## src/rtl/syscon_pkg.sv

```systemverilog
// Package: shared word offsets, field positions and constants for the
// system controller. Assumes a 32-bit data path and sixteen register words.
package syscon_pkg;
    localparam int DATA_W      = 32;
    localparam int NUM_TMR     = 2;
    localparam int MAP_WORDS   = 16;

    // Word offsets; software decodes these, so they are fixed.
    localparam int OFF_GPIO_IN  = 0;
    localparam int OFF_GPIO_OUT = 1;
    localparam int OFF_GPIO_IEN = 2;
    localparam int OFF_TMR_BASE = 4;
    localparam int TMR_STRIDE   = 4;
    localparam int TMR_CTRL     = 0;
    localparam int TMR_CMP      = 1;
    localparam int TMR_CNT      = 2;
    localparam int OFF_CFG      = 13;
    localparam int OFF_CAPS     = 14;
    localparam int OFF_ID       = 15;

    // Timer control fields
    localparam int CTL_RUN  = 0;
    localparam int CTL_AUTO = 1;

    // Configuration-port command that requests shutdown
    localparam logic [15:0] CMD_SHUTDOWN = 16'h000E;
    localparam logic [DATA_W-1:0] CFG_READY = 32'h0000_0001;
endpackage

```

## src/rtl/syscon_gpio.sv

```systemverilog
// Module: GPIO unit. Holds the output and interrupt-enable registers,
// synchronises the inputs through two flops (both reset to the strap value)
// and pulses an interrupt when an enabled bit of the synchronised value changes.
// Assumes pins_i is asynchronous to clk.
module syscon_gpio #(
    parameter int          GPIO_W = 8,
    parameter logic [GPIO_W-1:0] STRAP = 1
) (
    input  logic              clk,
    input  logic              rst_n,
    input  logic [GPIO_W-1:0] pins_i,
    input  logic              wr_out,
    input  logic              wr_ien,
    input  logic [GPIO_W-1:0] wdata,
    output logic [GPIO_W-1:0] out_q,
    output logic [GPIO_W-1:0] ien_q,
    output logic [GPIO_W-1:0] in_q,
    output logic              irq_o
);
    logic [GPIO_W-1:0] meta_q;
    logic [GPIO_W-1:0] changed;

    assign changed = meta_q ^ in_q;

    // Input synchroniser and change interrupt
    always_ff @(posedge clk) begin
        if (!rst_n) begin
            meta_q <= STRAP;
            in_q   <= STRAP;
            irq_o  <= 1'b0;
        end else begin
            meta_q <= pins_i;
            in_q   <= meta_q;
            irq_o  <= |(changed & ien_q);
        end
    end

    // Software-written output and enable registers
    always_ff @(posedge clk) begin
        if (!rst_n) begin
            out_q <= '0;
            ien_q <= '0;
        end else begin
            if (wr_out) out_q <= wdata;
            if (wr_ien) ien_q <= wdata;
        end
    end

    AST_GPIO_IRQ_ENABLED: assert property (@(posedge clk) disable iff (!rst_n)
        irq_o |-> $past(|ien_q));
endmodule

```

## src/rtl/syscon_timer.sv

```systemverilog
// Module: one up-counting compare timer. Counts while enabled. At or above
// compare it returns to zero, pulses its interrupt for one cycle and, in
// one-shot mode, drops its own enable. Bus writes take priority over
// self-updates. Counter loads are clipped to the compare value.
module syscon_timer #(
    parameter int W = 32
) (
    input  logic         clk,
    input  logic         rst_n,
    input  logic         wr_ctrl,
    input  logic         wr_cmp,
    input  logic         wr_cnt,
    input  logic [W-1:0] wdata,
    output logic [1:0]   ctrl_o,
    output logic [W-1:0] cmp_o,
    output logic [W-1:0] cnt_o,
    output logic         irq_o
);
    import syscon_pkg::*;

    logic         run_q, auto_q;
    logic [W-1:0] cmp_q, cnt_q;
    logic         reach;

    assign reach  = run_q && (cnt_q >= cmp_q);
    assign ctrl_o = {auto_q, run_q};
    assign cmp_o  = cmp_q;
    assign cnt_o  = cnt_q;

    // Control bits: bus write first, then one-shot self-clear
    always_ff @(posedge clk) begin
        if (!rst_n) begin
            run_q  <= 1'b0;
            auto_q <= 1'b0;
        end else if (wr_ctrl) begin
            run_q  <= wdata[CTL_RUN];
            auto_q <= wdata[CTL_AUTO];
        end else if (reach && !auto_q) begin
            run_q  <= 1'b0;
        end
    end

    // Compare register
    always_ff @(posedge clk) begin
        if (!rst_n)      cmp_q <= '0;
        else if (wr_cmp) cmp_q <= wdata;
    end

    // Count: clipped load, wrap on reach, increment while running
    always_ff @(posedge clk) begin
        if (!rst_n)      cnt_q <= '0;
        else if (wr_cnt) cnt_q <= (wdata > cmp_q) ? cmp_q : wdata;
        else if (reach)  cnt_q <= '0;
        else if (run_q)  cnt_q <= cnt_q + 1'b1;
    end

    // Compare-match interrupt pulse
    always_ff @(posedge clk) begin
        if (!rst_n) irq_o <= 1'b0;
        else        irq_o <= reach;
    end

    AST_HOLD_WHEN_STOPPED: assert property (@(posedge clk) disable iff (!rst_n)
        (!run_q && !wr_cnt) |=> $stable(cnt_q));
    AST_ONESHOT_CLEARS_RUN: assert property (@(posedge clk) disable iff (!rst_n)
        (run_q && !auto_q && (cnt_q >= cmp_q) && !wr_ctrl) |=> !run_q);
    AST_MATCH_WRAPS_ZERO: assert property (@(posedge clk) disable iff (!rst_n)
        (run_q && (cnt_q >= cmp_q) && !wr_cnt) |=> (cnt_q == '0));
    AST_LOAD_CLIPPED: assert property (@(posedge clk) disable iff (!rst_n)
        wr_cnt |=> (cnt_q <= $past(cmp_q)));
endmodule

```

## src/rtl/syscon_periph.sv

```systemverilog
// Module: system controller top. Decodes the word index, routes writes to
// the GPIO unit and the timers, builds the combinational read mux, and
// produces the shutdown and reset request strobes. The read-only words and
// the reserved words ignore writes.
module syscon_periph #(
    parameter int                ADDR_W   = 8,
    parameter int                GPIO_W   = 8,
    parameter logic [GPIO_W-1:0] STRAP    = 1,
    parameter logic [31:0]       CAPS     = 32'h0000_0000,
    parameter logic [31:0]       SYS_ID   = 32'h1001_4D31
) (
    input  logic              clk,
    input  logic              rst_n,
    input  logic              bus_valid,
    input  logic              bus_write,
    input  logic [ADDR_W-1:0] bus_addr,
    input  logic [31:0]       bus_wdata,
    output logic [31:0]       bus_rdata,
    input  logic [GPIO_W-1:0] gpio_in,
    output logic [GPIO_W-1:0] gpio_out,
    output logic              irq_gpio,
    output logic              irq_timer0,
    output logic              irq_timer1,
    output logic              shutdown_req,
    output logic              reset_req
);
    import syscon_pkg::*;

    localparam int WORD_W = ADDR_W - 2;

    logic [WORD_W-1:0] word_idx;
    logic              wr_acc, rd_acc;
    logic [GPIO_W-1:0] gp_ien, gp_in;

    logic [1:0]        tmr_ctrl [NUM_TMR];
    logic [DATA_W-1:0] tmr_cmp  [NUM_TMR];
    logic [DATA_W-1:0] tmr_cnt  [NUM_TMR];
    logic              tmr_irq  [NUM_TMR];

    assign word_idx = bus_addr[ADDR_W-1:2];
    assign wr_acc   = bus_valid && bus_write;
    assign rd_acc   = bus_valid && !bus_write;

    syscon_gpio #(.GPIO_W(GPIO_W), .STRAP(STRAP)) gpio_u (
        .clk    (clk),
        .rst_n  (rst_n),
        .pins_i (gpio_in),
        .wr_out (wr_acc && (word_idx == WORD_W'(OFF_GPIO_OUT))),
        .wr_ien (wr_acc && (word_idx == WORD_W'(OFF_GPIO_IEN))),
        .wdata  (bus_wdata[GPIO_W-1:0]),
        .out_q  (gpio_out),
        .ien_q  (gp_ien),
        .in_q   (gp_in),
        .irq_o  (irq_gpio)
    );

    for (genvar t = 0; t < NUM_TMR; t++) begin : g_tmr
        localparam int BASE = OFF_TMR_BASE + t * TMR_STRIDE;
        syscon_timer #(.W(DATA_W)) tmr_u (
            .clk     (clk),
            .rst_n   (rst_n),
            .wr_ctrl (wr_acc && (word_idx == WORD_W'(BASE + TMR_CTRL))),
            .wr_cmp  (wr_acc && (word_idx == WORD_W'(BASE + TMR_CMP))),
            .wr_cnt  (wr_acc && (word_idx == WORD_W'(BASE + TMR_CNT))),
            .wdata   (bus_wdata),
            .ctrl_o  (tmr_ctrl[t]),
            .cmp_o   (tmr_cmp[t]),
            .cnt_o   (tmr_cnt[t]),
            .irq_o   (tmr_irq[t])
        );
    end

    assign irq_timer0 = tmr_irq[0];
    assign irq_timer1 = tmr_irq[1];

    // Read mux: fixed words, then timer words; all else reads zero
    always_comb begin
        bus_rdata = '0;
        if (rd_acc) begin
            case (word_idx)
                WORD_W'(OFF_GPIO_IN):  bus_rdata = 32'(gp_in);
                WORD_W'(OFF_GPIO_OUT): bus_rdata = 32'(gpio_out);
                WORD_W'(OFF_GPIO_IEN): bus_rdata = 32'(gp_ien);
                WORD_W'(OFF_CFG):      bus_rdata = CFG_READY;
                WORD_W'(OFF_CAPS):     bus_rdata = CAPS;
                WORD_W'(OFF_ID):       bus_rdata = SYS_ID;
                default:               bus_rdata = '0;
            endcase
            for (int t = 0; t < NUM_TMR; t++) begin
                if (word_idx == WORD_W'(OFF_TMR_BASE + t * TMR_STRIDE + TMR_CTRL))
                    bus_rdata = 32'(tmr_ctrl[t]);
                if (word_idx == WORD_W'(OFF_TMR_BASE + t * TMR_STRIDE + TMR_CMP))
                    bus_rdata = tmr_cmp[t];
                if (word_idx == WORD_W'(OFF_TMR_BASE + t * TMR_STRIDE + TMR_CNT))
                    bus_rdata = tmr_cnt[t];
            end
        end
    end

    // Request strobes: shutdown on the command value, reset on any ID write
    always_ff @(posedge clk) begin
        if (!rst_n) begin
            shutdown_req <= 1'b0;
            reset_req    <= 1'b0;
        end else begin
            shutdown_req <= wr_acc && (word_idx == WORD_W'(OFF_CFG))
                            && (bus_wdata[15:0] == CMD_SHUTDOWN);
            reset_req    <= wr_acc && (word_idx == WORD_W'(OFF_ID));
        end
    end

    AST_SHUTDOWN_FROM_CFG: assert property (@(posedge clk) disable iff (!rst_n)
        shutdown_req |-> $past(wr_acc && (word_idx == WORD_W'(OFF_CFG))));
    AST_RESET_FROM_ID: assert property (@(posedge clk) disable iff (!rst_n)
        reset_req |-> $past(wr_acc && (word_idx == WORD_W'(OFF_ID))));
    AST_IDLE_READ_ZERO: assert property (@(posedge clk) disable iff (!rst_n)
        !rd_acc |-> (bus_rdata == '0));
endmodule

```

## config.mk

```make
export PLATFORM = sky130hd
export DESIGN_NAME = syscon_periph
export DESIGN_NICKNAME = d
export VERILOG_FILES = /design/src/rtl/syscon_pkg.sv /design/src/rtl/syscon_gpio.sv /design/src/rtl/syscon_timer.sv /design/src/rtl/syscon_periph.sv
export SDC_FILE = /design/constraint.sdc
export NUM_CORES = 1
export LEC_CHECK = 0
export BUFFER_PORTS_ARGS = -buffer_cell sky130_fd_sc_hd__buf_2
export CORE_MARGIN = 10
export CORE_UTILIZATION = 28
export DETAILED_ROUTE_END_ITERATION = 8
export PLACE_DENSITY_LB_ADDON = 0.08
export SLEW_MARGIN = 20
export SYNTH_ARGS = -nofsm -noshare
export SYNTH_HDL_FRONTEND = slang
export SYNTH_HIERARCHICAL = 1
export SYNTH_SLANG_ARGS = --single-unit
```

## constraint.sdc

```tcl
create_clock -name clk -period 3.3 [get_ports clk]
set_input_delay 0.33 -clock clk [delete_from_list [all_inputs] [get_ports clk]]
set_output_delay 0.33 -clock clk [all_outputs]
set_load 0.01 [all_outputs]
```

==> flow_summary.yaml <==
detailed_routing:
  wl_per_cell_um: 22.0
  antenna_left: 0
  drtIter0Drc: 820
  drc: 0
  num_vias: 12200
  drt_pass1_iterations: 8
  wl_um: 50600
  vias_per_cell: 5.29
synthesis:
  async_flop_share_pct: 0
  yosysMostFrequentCell: "nor2_1"
  ys.flop_type: "dfxtp_1"
  synthesis.nets: 1746
  ys_warn_count: 6
  ys_seq_area_share_pct: 26.4
  ys_types: 87
  synth-seq-cells: 169
  yosysTopAreaCell: "dfxtp_1"
  yosys.area.top_type_share_pct: 26.4
  post_synth.cell_area_avg_um2: 8.20
  synth_edf_count: 0
  synthCells: 1564
  syn_area_um2: 12800
  synth_common_cells: "197 x nor2_1, 169 x dfxtp_1, 162 x a21oi_1"
  ys_top_cells_by_area: "dfxtp_1 26%, ha_1 13%, mux2i_1 7.3%"
floorplanning:
  core_region_area_um2: 45300
  die_height_um: 234
  start_util_pct: 28.3
  io_pins: 97
  placementRows: 78
  design.die.area_um2: 54800
  fp.dieW_um: 234
sta:
  fin_skew_ps: 12.3
  rsz0062_at_grt: "false"
  timing.hold.ws_ps: 34.3
  timing.slew.headroom_pct: 28.2
  tightest_slew_ps: 1070
  min_period_over_period_pct: 90.8
  hold_viol: 0
  slew_violations: 0
  final.min_clock_period_ps: 3000
  setup_violations: 0
  setup_tns_ps: 0
  fmax_mhz: 334
worst_setup_path:
  critPathMaxFanout: 39
  path_buf_inv: 2
  arrival_ps: 3360
  crit_family: "compound AO/OA/AOI/OAI gates"
  critPathMaxStageDelay_ps: 470
  critical_path_class: "register to register"
  start_kind: "register"
  required_ps: 3660
  crit_slowest_cell: "o22ai_4"
  crit_chain: "inv_1 > ha_1 > a21oi_1 > o21ai_1 > a221oi_1 > o21ai_1 > o22ai_4 > buf_12 > nor2_1 > a21oi_1 > o221ai_1"
  setup.worst_path.end_class: "register"
global_routing:
  grt_util_met2_pct: 31.0
  grtUsageMet1_pct: 23.5
  grt_max_degree: 46
  grt_usage_pct: 18.5
  grt_overflow: 0
  grt_pass1_vias: 12100
  grtUsageMet3_pct: 3.31
  grt.busiest_layer: "met2"
  grt_pass1_wl_um: 75700
  antenna_found_initial: 0
layout:
  fill_cells: 4936
  utilization_pct: 32.9
  drive_gt1_share_pct: 19.5
  antenna-diode-count: 0
  area_growth_pct: 16.2
  nets: 1871
clocking:
  numCtsBuffers: 17
  clk_path_buf_depth: 2
  cts.reportedPaths.clkPinSlew_ps: 80
  root_buffer: "clkbuf_16"
  cts_tree: "yes"
  htreeDepth: 4
  insertion_delay_ps: 500
  clkSinkCount: 169
  post_cts_buffers: 0
job:
  max_cap_viol_count: 0
place:
  dp_hpwl_um: 40000
  portBuffers: 94
  place.gp.congestion: 0.835
pwr:
  vdd_drop_max_mv: 0.308
  power.density_nw_per_um2: 320
  p_leak_nw: 5.65
hold_path:
  min_path_type: "primary input to register"
run_status:
  status: "finished, final reports clean"
through the flow:
step	instance area [um2]	cells	setup slack (ps)	power, mW
after floorplan	12800	1564	479	2.42
after global placement	14300	2267	230	2.66
after detailed placement	14300	2267	169	2.66
after CTS	14900	2301	152	4.84
after global routing	14900	2302	55.8	4.97
final	14900	2302	303	4.77
worst paths after layout:
kind | from | end | slack, ps | depth (start not counted)
worst max-delay path | g_tmr[1].tmr_u/cmp_o[25] | g_tmr[1].tmr_u/cnt_o[7] | 300 | 11
worst min-delay path | gpio_in[4] | gpio_u/meta_q[4] | 30 | 2
worst max register to register | g_tmr[1].tmr_u/cmp_o[25] | g_tmr[1].tmr_u/cnt_o[7] | 300 | 11
worst min register to register | gpio_u/meta_q[0] | gpio_u/in_q[0] | 470 | 1
routing by layer:
| layer | wire length, um | vias to the layer above |
|---|---|---|
| met2 | 24100 | 260 |
| met3 | 2070 | 46 |
| met5 | 0 | - |
| met4 | 1040 | 0 |
| met1 | 23400 | 5887 |
| li1 | - | 5994 |
placed cells by master (no fill, tap or decap), types with 5 or more instances in the layout:
cell type	netlist	routed
a211oi_1	8	8
a211oi_2	14	14
a21o_1	5	5
a21oi_1	162	162
a221oi_1	13	13
a221oi_2	20	20
a222oi_1	18	18
a22oi_1	15	15
a31o_1	7	7
a31oi_1	12	11
and2_1	16	16
and3_1	11	11
and3_2	6	6
and4_1	5	5
buf_2	14	94
buf_4	9	85
clkbuf_16	0	17
dfxtp_1	169	169
ha_1	130	130
inv_1	87	87
inv_6	0	7
mux2i_1	94	94
nand2_1	140	140
nand2b_1	10	10
nand3_1	28	28
nand4_1	21	21
nor2_1	197	193
nor2_4	8	9
nor2b_1	11	11
nor3_1	14	13
nor3_2	9	10
nor4_1	7	7
nor4_2	7	7
o21ai_0	73	73
o21ai_1	34	34
o221ai_1	29	29
o22ai_1	6	6
xor2_1	8	8
worst register-to-register path: cells and delay by family, from the launching register on:
family	cells	cell delay, ps
flops	1	360
compound gates	7	1770
buf+inv	2	370
fa+ha+maj	1	290
simple gates	1	80
registers in the layout, summed over array words and instances (netlist names):
| register | cells |
|---|---|
| g_tmr.tmr_u/cmp_o | 64 |
| g_tmr.tmr_u/cnt_o | 64 |
| gpio_u/ien_q | 8 |
| gpio_u/in_q | 8 |
| gpio_u/meta_q | 8 |
| gpio_u/out_q | 8 |
| g_tmr.tmr_u/auto_q | 2 |
| g_tmr.tmr_u/irq_o | 2 |
| g_tmr.tmr_u/run_q | 2 |
| gpio_u/irq_o | 1 |
| reset_req | 1 |
| shutdown_req | 1 |
kinds of logic (layout without fill, tap and decap cells):
| group | Yosys count | in the layout | synth area share (%) |
|---|---|---|---|
| flops | 169 | 169 | 26.4 |
| simple gates | 531 | 531 | 21.6 |
| compound gates | 460 | 461 | 24.8 |
| mux | 94 | 94 | 7.34 |
| buf+inv | 170 | 307 | 6.50 |
| xor+xnor | 10 | 10 | 0.683 |
| fa+ha+maj | 130 | 130 | 12.7 |
cell type report:
cell class                 instances  area, um2  area share, %
clock inverter                    14        150           1.01
inverter                          92        345           2.32
clock buffer                      18        439           2.95
sequential                       169       3380           22.7
tap                              600        751           5.04
timing repair buffer             183       1170           7.84
multi-input combinational       1226       8670           58.2
where the power goes:
| part | total (mW) | switching (mW) | internal (mW) |
|---|---|---|---|
| logic | 0.559 | 0.378 | 0.181 |
| clock network | 2.15 | 1.06 | 1.09 |
| registers | 2.06 | 0.00992 | 2.05 |
timing repair:
item / CTS / global route
hold buffers: 2 / 0
endpoints found under the hold margin: 2 / 0
gates resized for setup: 0 / 2
setup endpoints to repair: 0 / 16
Note: power is estimated with default switching activity, not from simulation.
